### src/rtl/dwrf_pkg.sv
package dwrf_pkg;

  typedef enum logic [1:0] {
    ACC_ONE_BYTE   = 2'd0,
    ACC_TWO_BYTE   = 2'd1,
    ACC_TWO_PAIRWR = 2'd2,
    ACC_PAIR_BOTH  = 2'd3
  } acc_mode_e;

  function automatic logic is_pair_write(input acc_mode_e m);
    return (m == ACC_TWO_PAIRWR) || (m == ACC_PAIR_BOTH);
  endfunction

  function automatic logic is_pair_read(input acc_mode_e m);
    return m == ACC_PAIR_BOTH;
  endfunction

  function automatic logic uses_port_b(input acc_mode_e m);
    return (m == ACC_TWO_BYTE) || (m == ACC_TWO_PAIRWR);
  endfunction

endpackage

### src/rtl/dwrf_wr_decode.sv
module dwrf_wr_decode
  import dwrf_pkg::*;
#(
  parameter int NREGS = 32,
  parameter int DW    = 8,
  localparam int AW   = $clog2(NREGS)
) (
  input  logic                     clk,
  input  logic                     rst_n,
  input  acc_mode_e                mode,
  input  logic                     wr_en,
  input  logic [AW-1:0]            wr_addr,
  input  logic [2*DW-1:0]          wr_data,
  output logic [NREGS-1:0]         we_vec,
  output logic [NREGS-1:0][DW-1:0] wd_vec,
  output logic                     wr_odd_pair
);

  logic pair_wr;
  logic commit;

  assign pair_wr     = is_pair_write(mode);
  assign wr_odd_pair = wr_en && pair_wr && wr_addr[0];
  assign commit      = wr_en && !wr_odd_pair;

  for (genvar i = 0; i < NREGS; i++) begin : g_slot
    localparam logic [AW-1:0] IDX = AW'(i);
    logic hit_byte;
    logic hit_pair;
    assign hit_byte  = (wr_addr == IDX);
    assign hit_pair  = (wr_addr[AW-1:1] == IDX[AW-1:1]);
    assign we_vec[i] = commit && (pair_wr ? hit_pair : hit_byte);
    if (i % 2 == 1) begin : g_odd
      assign wd_vec[i] = pair_wr ? wr_data[2*DW-1:DW] : wr_data[DW-1:0];
    end else begin : g_even
      assign wd_vec[i] = wr_data[DW-1:0];
    end
  end

  // a byte write enables one register
  p_one_enable_r2: assert property (@(posedge clk) disable iff (!rst_n)
    (wr_en && !pair_wr) |-> ($countones(we_vec) == 1));

  // a couple write enables exactly two registers
  p_two_enable_r5: assert property (@(posedge clk) disable iff (!rst_n)
    (wr_en && pair_wr && !wr_addr[0]) |-> ($countones(we_vec) == 2));

  // no enable without a commit request
  p_idle_quiet_r9: assert property (@(posedge clk) disable iff (!rst_n)
    !wr_en |-> (we_vec == '0));

endmodule

### src/rtl/dwrf_store.sv
module dwrf_store #(
  parameter int NREGS = 32,
  parameter int DW    = 8
) (
  input  logic                     clk,
  input  logic                     rst_n,
  input  logic [NREGS-1:0]         we_vec,
  input  logic [NREGS-1:0][DW-1:0] wd_vec,
  output logic [NREGS-1:0][DW-1:0] rf_q
);

  for (genvar i = 0; i < NREGS; i++) begin : g_reg
    always_ff @(posedge clk or negedge rst_n) begin
      if (!rst_n)         rf_q[i] <= '0;
      else if (we_vec[i]) rf_q[i] <= wd_vec[i];
    end

    // an unenabled register keeps its value
    p_hold_r9: assert property (@(posedge clk) disable iff (!rst_n)
      !we_vec[i] |=> $stable(rf_q[i]));
  end

  // reset leaves the file clear
  p_reset_clear_r1: assert property (@(posedge clk)
    !rst_n |-> (rf_q == '0));

endmodule

### src/rtl/dwrf_rd_port.sv
module dwrf_rd_port
  import dwrf_pkg::*;
#(
  parameter int NREGS        = 32,
  parameter int DW           = 8,
  parameter bit PAIR_CAPABLE = 1'b1,
  localparam int AW          = $clog2(NREGS)
) (
  input  logic                     clk,
  input  logic                     rst_n,
  input  acc_mode_e                mode,
  input  logic [NREGS-1:0][DW-1:0] rf_q,
  input  logic [AW-1:0]            addr,
  output logic [2*DW-1:0]          rd,
  output logic                     odd_pair
);

  function automatic logic [2*DW-1:0] join_bytes(input logic [DW-1:0] hi,
                                                 input logic [DW-1:0] lo);
    return {hi, lo};
  endfunction

  logic [DW-1:0] byte_sel;
  assign byte_sel = rf_q[addr];

  if (PAIR_CAPABLE) begin : g_pair
    logic [AW-1:0] hi_idx;
    assign hi_idx   = {addr[AW-1:1], 1'b1};
    assign odd_pair = is_pair_read(mode) && addr[0];
    always_comb begin
      if (is_pair_read(mode))
        rd = odd_pair ? '0 : join_bytes(rf_q[hi_idx], byte_sel);
      else
        rd = join_bytes('0, byte_sel);
    end

    // an odd couple read yields nothing
    p_odd_read_zero_r7: assert property (@(posedge clk) disable iff (!rst_n)
      odd_pair |-> (rd == '0));
  end else begin : g_byte
    assign odd_pair = 1'b0;
    assign rd = uses_port_b(mode) ? join_bytes('0, byte_sel) : '0;

    // second port is silent when the scheme leaves it unused
    p_b_silent_r3: assert property (@(posedge clk) disable iff (!rst_n)
      !uses_port_b(mode) |-> (rd == '0));
  end

endmodule

### src/rtl/dwrf_core.sv
module dwrf_core
  import dwrf_pkg::*;
#(
  parameter int NREGS = 32,
  parameter int DW    = 8,
  localparam int AW   = $clog2(NREGS)
) (
  input  logic            clk,
  input  logic            rst_n,
  input  logic [1:0]      mode_sel,
  input  logic [AW-1:0]   ra_addr,
  input  logic [AW-1:0]   rb_addr,
  input  logic            wr_en,
  input  logic [AW-1:0]   wr_addr,
  input  logic [2*DW-1:0] wr_data,
  output logic [2*DW-1:0] op_a,
  output logic [2*DW-1:0] op_b,
  output logic            pair_err
);

  acc_mode_e                mode;
  logic [NREGS-1:0]         we_vec;
  logic [NREGS-1:0][DW-1:0] wd_vec;
  logic [NREGS-1:0][DW-1:0] rf_q;
  logic                     wr_odd_pair;
  logic                     rd_odd_pair;
  logic                     b_unused_err;

  assign mode = acc_mode_e'(mode_sel);

  dwrf_wr_decode #(.NREGS(NREGS), .DW(DW)) u_dec (
    .clk(clk), .rst_n(rst_n), .mode(mode), .wr_en(wr_en),
    .wr_addr(wr_addr), .wr_data(wr_data),
    .we_vec(we_vec), .wd_vec(wd_vec), .wr_odd_pair(wr_odd_pair)
  );

  dwrf_store #(.NREGS(NREGS), .DW(DW)) u_store (
    .clk(clk), .rst_n(rst_n), .we_vec(we_vec), .wd_vec(wd_vec), .rf_q(rf_q)
  );

  dwrf_rd_port #(.NREGS(NREGS), .DW(DW), .PAIR_CAPABLE(1'b1)) u_rd_a (
    .clk(clk), .rst_n(rst_n), .mode(mode), .rf_q(rf_q), .addr(ra_addr),
    .rd(op_a), .odd_pair(rd_odd_pair)
  );

  dwrf_rd_port #(.NREGS(NREGS), .DW(DW), .PAIR_CAPABLE(1'b0)) u_rd_b (
    .clk(clk), .rst_n(rst_n), .mode(mode), .rf_q(rf_q), .addr(rb_addr),
    .rd(op_b), .odd_pair(b_unused_err)
  );

  assign pair_err = wr_odd_pair || rd_odd_pair || b_unused_err;

  // both halves of a couple land on the same edge
  p_pair_lands_r5: assert property (@(posedge clk) disable iff (!rst_n)
    (wr_en && is_pair_write(mode) && !wr_addr[0]) |=>
      (rf_q[$past(wr_addr)] == $past(wr_data[DW-1:0])) &&
      (rf_q[$past(wr_addr) + 1'b1] == $past(wr_data[2*DW-1:DW])));

  // an odd couple write leaves the whole file untouched
  p_err_blocks_r7: assert property (@(posedge clk) disable iff (!rst_n)
    (wr_en && is_pair_write(mode) && wr_addr[0]) |=> $stable(rf_q));

  // a byte write stores the low result byte
  p_byte_lands_r2: assert property (@(posedge clk) disable iff (!rst_n)
    (wr_en && !is_pair_write(mode)) |=>
      (rf_q[$past(wr_addr)] == $past(wr_data[DW-1:0])));

endmodule

### config.mk
export PLATFORM = sky130hd
export DESIGN_NAME = dwrf_core
export DESIGN_NICKNAME = d
export VERILOG_FILES = /design/src/rtl/dwrf_pkg.sv /design/src/rtl/dwrf_wr_decode.sv /design/src/rtl/dwrf_store.sv /design/src/rtl/dwrf_rd_port.sv /design/src/rtl/dwrf_core.sv
export SDC_FILE = /design/constraint.sdc
export NUM_CORES = 1
export LEC_CHECK = 0
export BUFFER_PORTS_ARGS = -buffer_cell sky130_fd_sc_hd__buf_2
export CAP_MARGIN = 25
export CORE_ASPECT_RATIO = 0.7
export CORE_MARGIN = 3
export CORE_UTILIZATION = 62
export DETAILED_ROUTE_END_ITERATION = 7
export PLACE_DENSITY = 0.8
export SKIP_CTS_REPAIR_TIMING = 1
export SKIP_LAST_GASP = 1
export SLEW_MARGIN = 0
export SYNTH_ARGS = -nofsm -noshare
export SYNTH_HDL_FRONTEND = slang
export SYNTH_SLANG_ARGS = --single-unit
### constraint.sdc
create_clock -name clk -period 3 [get_ports clk]
set_input_delay 0.6 -clock clk [delete_from_list [all_inputs] [get_ports clk]]
set_output_delay 0.6 -clock clk [all_outputs]
set_load 0.02 [all_outputs]
==> flow_summary.yaml <==
floorplanning:
  design.die.area_um2: 25700
  placementRows: 46
  start_util: 0.640
  die_h_um: 135
  coreArea_um2: 23000
  die_width_um: 190
  io_pins: 69
power_and_ir_drop:
  leakage_nw: 7.21
  power.density_nw_per_um2: 674
  power.share.switching: 0.299
  p_comb_frac: 0.253
  power_report.internal_total_mw: 7.86
  seq_power_share: 0.452
  vdd_drop_max_uv: 514
  switching_power_mw: 3.36
  clkPwrFrac: 0.296
critical_path:
  cp-end-kind: "output pin"
  cp-start-kind: "primary input"
  worstPathRequired_ps: 2400
  arrival_ps: 2400
  crit_fanout: 11
  criticalPathCategory: "primary input to output pin"
finish:
  top_register: "u_store.rf_q"
  antenna-diode-count: 0
  fin_util: 0.723
  top_regs: "u_store.rf_q: 256 flops"
  largest_reg_flops: 256
  drive_gt1_frac: 0.468
  area_delta_synth_final_pct: 12.9
  fin_nets: 1193
  fillers: 1530
  design_area_um2: 16600
timing:
  relSlewSlack: 0.348
  finalCriticalPeriod_ps: 3000
  finalWorstSetupSlack_ps: -1.68
  setup_viol: 1
  fin_crit_sh: 1.00
  rsz0062_at_grt: "yes"
  holdWs_ps: 5.25
  skew_ps: 0
  worst_slew_pin_slew_ps: 975
  timing.fmax_mhz: 333
  hold_viol_final: 0
  tns_ps: -1.68
  maxSlewViolCount: 0
flow_run:
  maxCapViolations: 0
cts:
  cts_made_buffers: 25
  path_clk_slew_ps: 60
  clk_path_buf_depth: 3
  cts_tree: "done"
  clk_latency_ps: 550
  htreeDepth: 1
  cts_root_buf: "clkbuf_16"
  clkSinkCount: 256
global_routing:
  first_global_vias: 10489
  grt-ovfl-total: 0
  grt_usage: 0.338
  grt_first_pass_wirelength_um: 65000
  antenna_found_initial: 1
  grt_max_degree: 92
yosys:
  synthXorXnorAreaFrac: 0
  yosysSeqAreaShare: 0.435
  synth-simple-area-share: 0.0560
  synth-adder-area-share: 0.00170
  avgSynthCellArea_um2: 13.9
  synth_top_family_by_area: "multiplexers"
  synth_area_leaders: "dfrtp_1 (43%), mux4_2 (18%), mux2_2 (15%)"
  synthMuxAreaShare: 0.394
  synthCells: 1063
  synth_compound_area_frac: 0.0780
  yosys.area.top_type: "dfrtp_1"
  synth_cell_types: 59
  dominantRegCellSynth: "dfrtp_1"
  synth_top_area_frac: 0.435
  async_reset_ff_frac: 1.00
  synth_edf_count: 0
  ys_warn_count: 0
  ys_seq_elements: 256
  synth_area_um2: 14700
routing:
  wire_per_inst_um: 28.8
  dr.pass1.iters: 7
  drt_iter0_markers: 1364
  drc: 0
  ant_nets: 0
  dr_wl_met3_um: 5100
  num_vias: 10540
  wl_met2_um: 19200
  vias_per_cell: 7.10
  routed_wl_um: 42700
  m1WireLength_um: 17400
  top_layer_used: "met5"
status:
  outcome: "finished with violations"
  violations: "negative setup slack"
hold_path:
  min_path_type: "primary input to async pin"
placed_design:
  port_buffers: 60
  placed_area_um2: 15800
  post-place-ws_ps: -34.1
  gp_congestion: 0.938
  dp_hpwl_um: 30100
## stage by stage
| stage | total power, mW | cells |
|---|---|---|
| floorplan | 6.89 | 1070 |
| global placement | 7.70 | 1438 |
| detailed placement | 7.85 | 1438 |
| CTS | 11.2 | 1482 |
| global route | 11.6 | 1484 |
| finish | 11.2 | 1484 |
## logic make-up (layout without fill, tap and decap cells)
kind of cell | Yosys count | in the layout
AOI/OAI and AO/OA | 162 | 162
adders and majority gates | 2 | 2
other | 1 | 8
DFF | 256 | 256
buffers and inverters | 89 | 191
muxes | 394 | 394
and+or+nand+nor | 159 | 159
## worst max-delay path, stage by stage
cell and delay [ps]:
buf_2 320, nor2b_1 830, a221o_1 370, a31oi_1 90, buf_2 190
## Yosys cell counts (2+ instances only)
cell       number
a211o_1         4
a2111oi_4       3
a211oi_1        9
a22oi_1         7
mux4_2        120
nand2b_1        4
o2111ai_1       3
o21ba_2         2
nor3_1          4
a31oi_1         8
dfrtp_1       256
buf_6          13
inv_1           2
mux2_2        201
mux2_1          6
nor2_2          2
a31o_2          4
o22ai_1         7
and3_1          3
nor3b_1         4
nor2_1         43
a221oi_1        7
nand3_1         4
mux2i_1        61
nor2b_1        19
nand3b_1        6
o21ai_0        42
buf_2          22
buf_4          16
or3b_2          2
buf_1           9
clkbuf_1       25
mux4_1          6
nor4_2          3
and2_1          4
ha_1            2
a21oi_1        35
a21oi_2         8
o21ai_2         8
a221o_1        11
nand2_1        50
## final timing paths
check	from	to	slack [ps]	cells after the start
min in group clk	u_store.rf_q[223]$_DFFE_PN0P_	u_store.rf_q[223]$_DFFE_PN0P_	510	2
worst max-delay path	rb_addr[3]	op_b[5]	-2	5
max in group asynchronous	rst_n	u_store.rf_q[63]$_DFFE_PN0P_	2030	2
worst max register to register	u_store.rf_q[92]$_DFFE_PN0P_	u_store.rf_q[92]$_DFFE_PN0P_	2170	1
worst min-delay path	rst_n	u_store.rf_q[154]$_DFFE_PN0P_	5	1
worst min register to register	u_store.rf_q[223]$_DFFE_PN0P_	u_store.rf_q[223]$_DFFE_PN0P_	510	2
## routing by layer
layer / global-route usage / vias to the layer above
met1: 0.500 / 5469
met3: 0.0887 / 95
li1: - / 4304
met2: 0.517 / 670
met5: 0 / -
met4: 0.0709 / 2
## power by group through the flow
stage	Sequential, mW	Clock, mW	Combinational, mW
after detailed placement	5.07	0	2.78
after CTS	5.02	3.34	2.81
after floorplan	4.73	0	2.16
after global routing	5.14	3.47	3.02
after global placement	5.02	0	2.68
final	5.07	3.32	2.83
## layout make-up
cell class	instances	area, um2	area share
inverters	3	11.3	0.000677
multi-input cells	725	7830	0.471
clock inverters	11	140	0.00842
repair buffers	144	1140	0.0687
clock buffers	33	716	0.0430
flip-flops and latches	256	6410	0.385
well taps	312	390	0.0235
## cells in the final DEF, fill, tap and decap left out, types with 6 or more instances in the layout
| cell | count |
|---|---|
| a31oi_1 | 8 |
| nor2b_1 | 19 |
| mux2_1 | 6 |
| a21oi_2 | 8 |
| nand3b_1 | 6 |
| o22ai_1 | 7 |
| nand2_1 | 50 |
| a21oi_1 | 35 |
| o21ai_2 | 8 |
| o21ai_0 | 42 |
| conb_1 | 8 |
| a211oi_1 | 9 |
| a22oi_1 | 7 |
| nor2_1 | 43 |
| a221oi_1 | 7 |
| buf_4 | 69 |
| buf_12 | 15 |
| mux4_2 | 121 |
| buf_2 | 56 |
| clkbuf_16 | 25 |
| clkbuf_8 | 6 |
| mux2i_1 | 60 |
| a221o_1 | 11 |
| mux2_2 | 201 |
| dfrtp_1 | 256 |
Power figures use the tool's default switching activity.
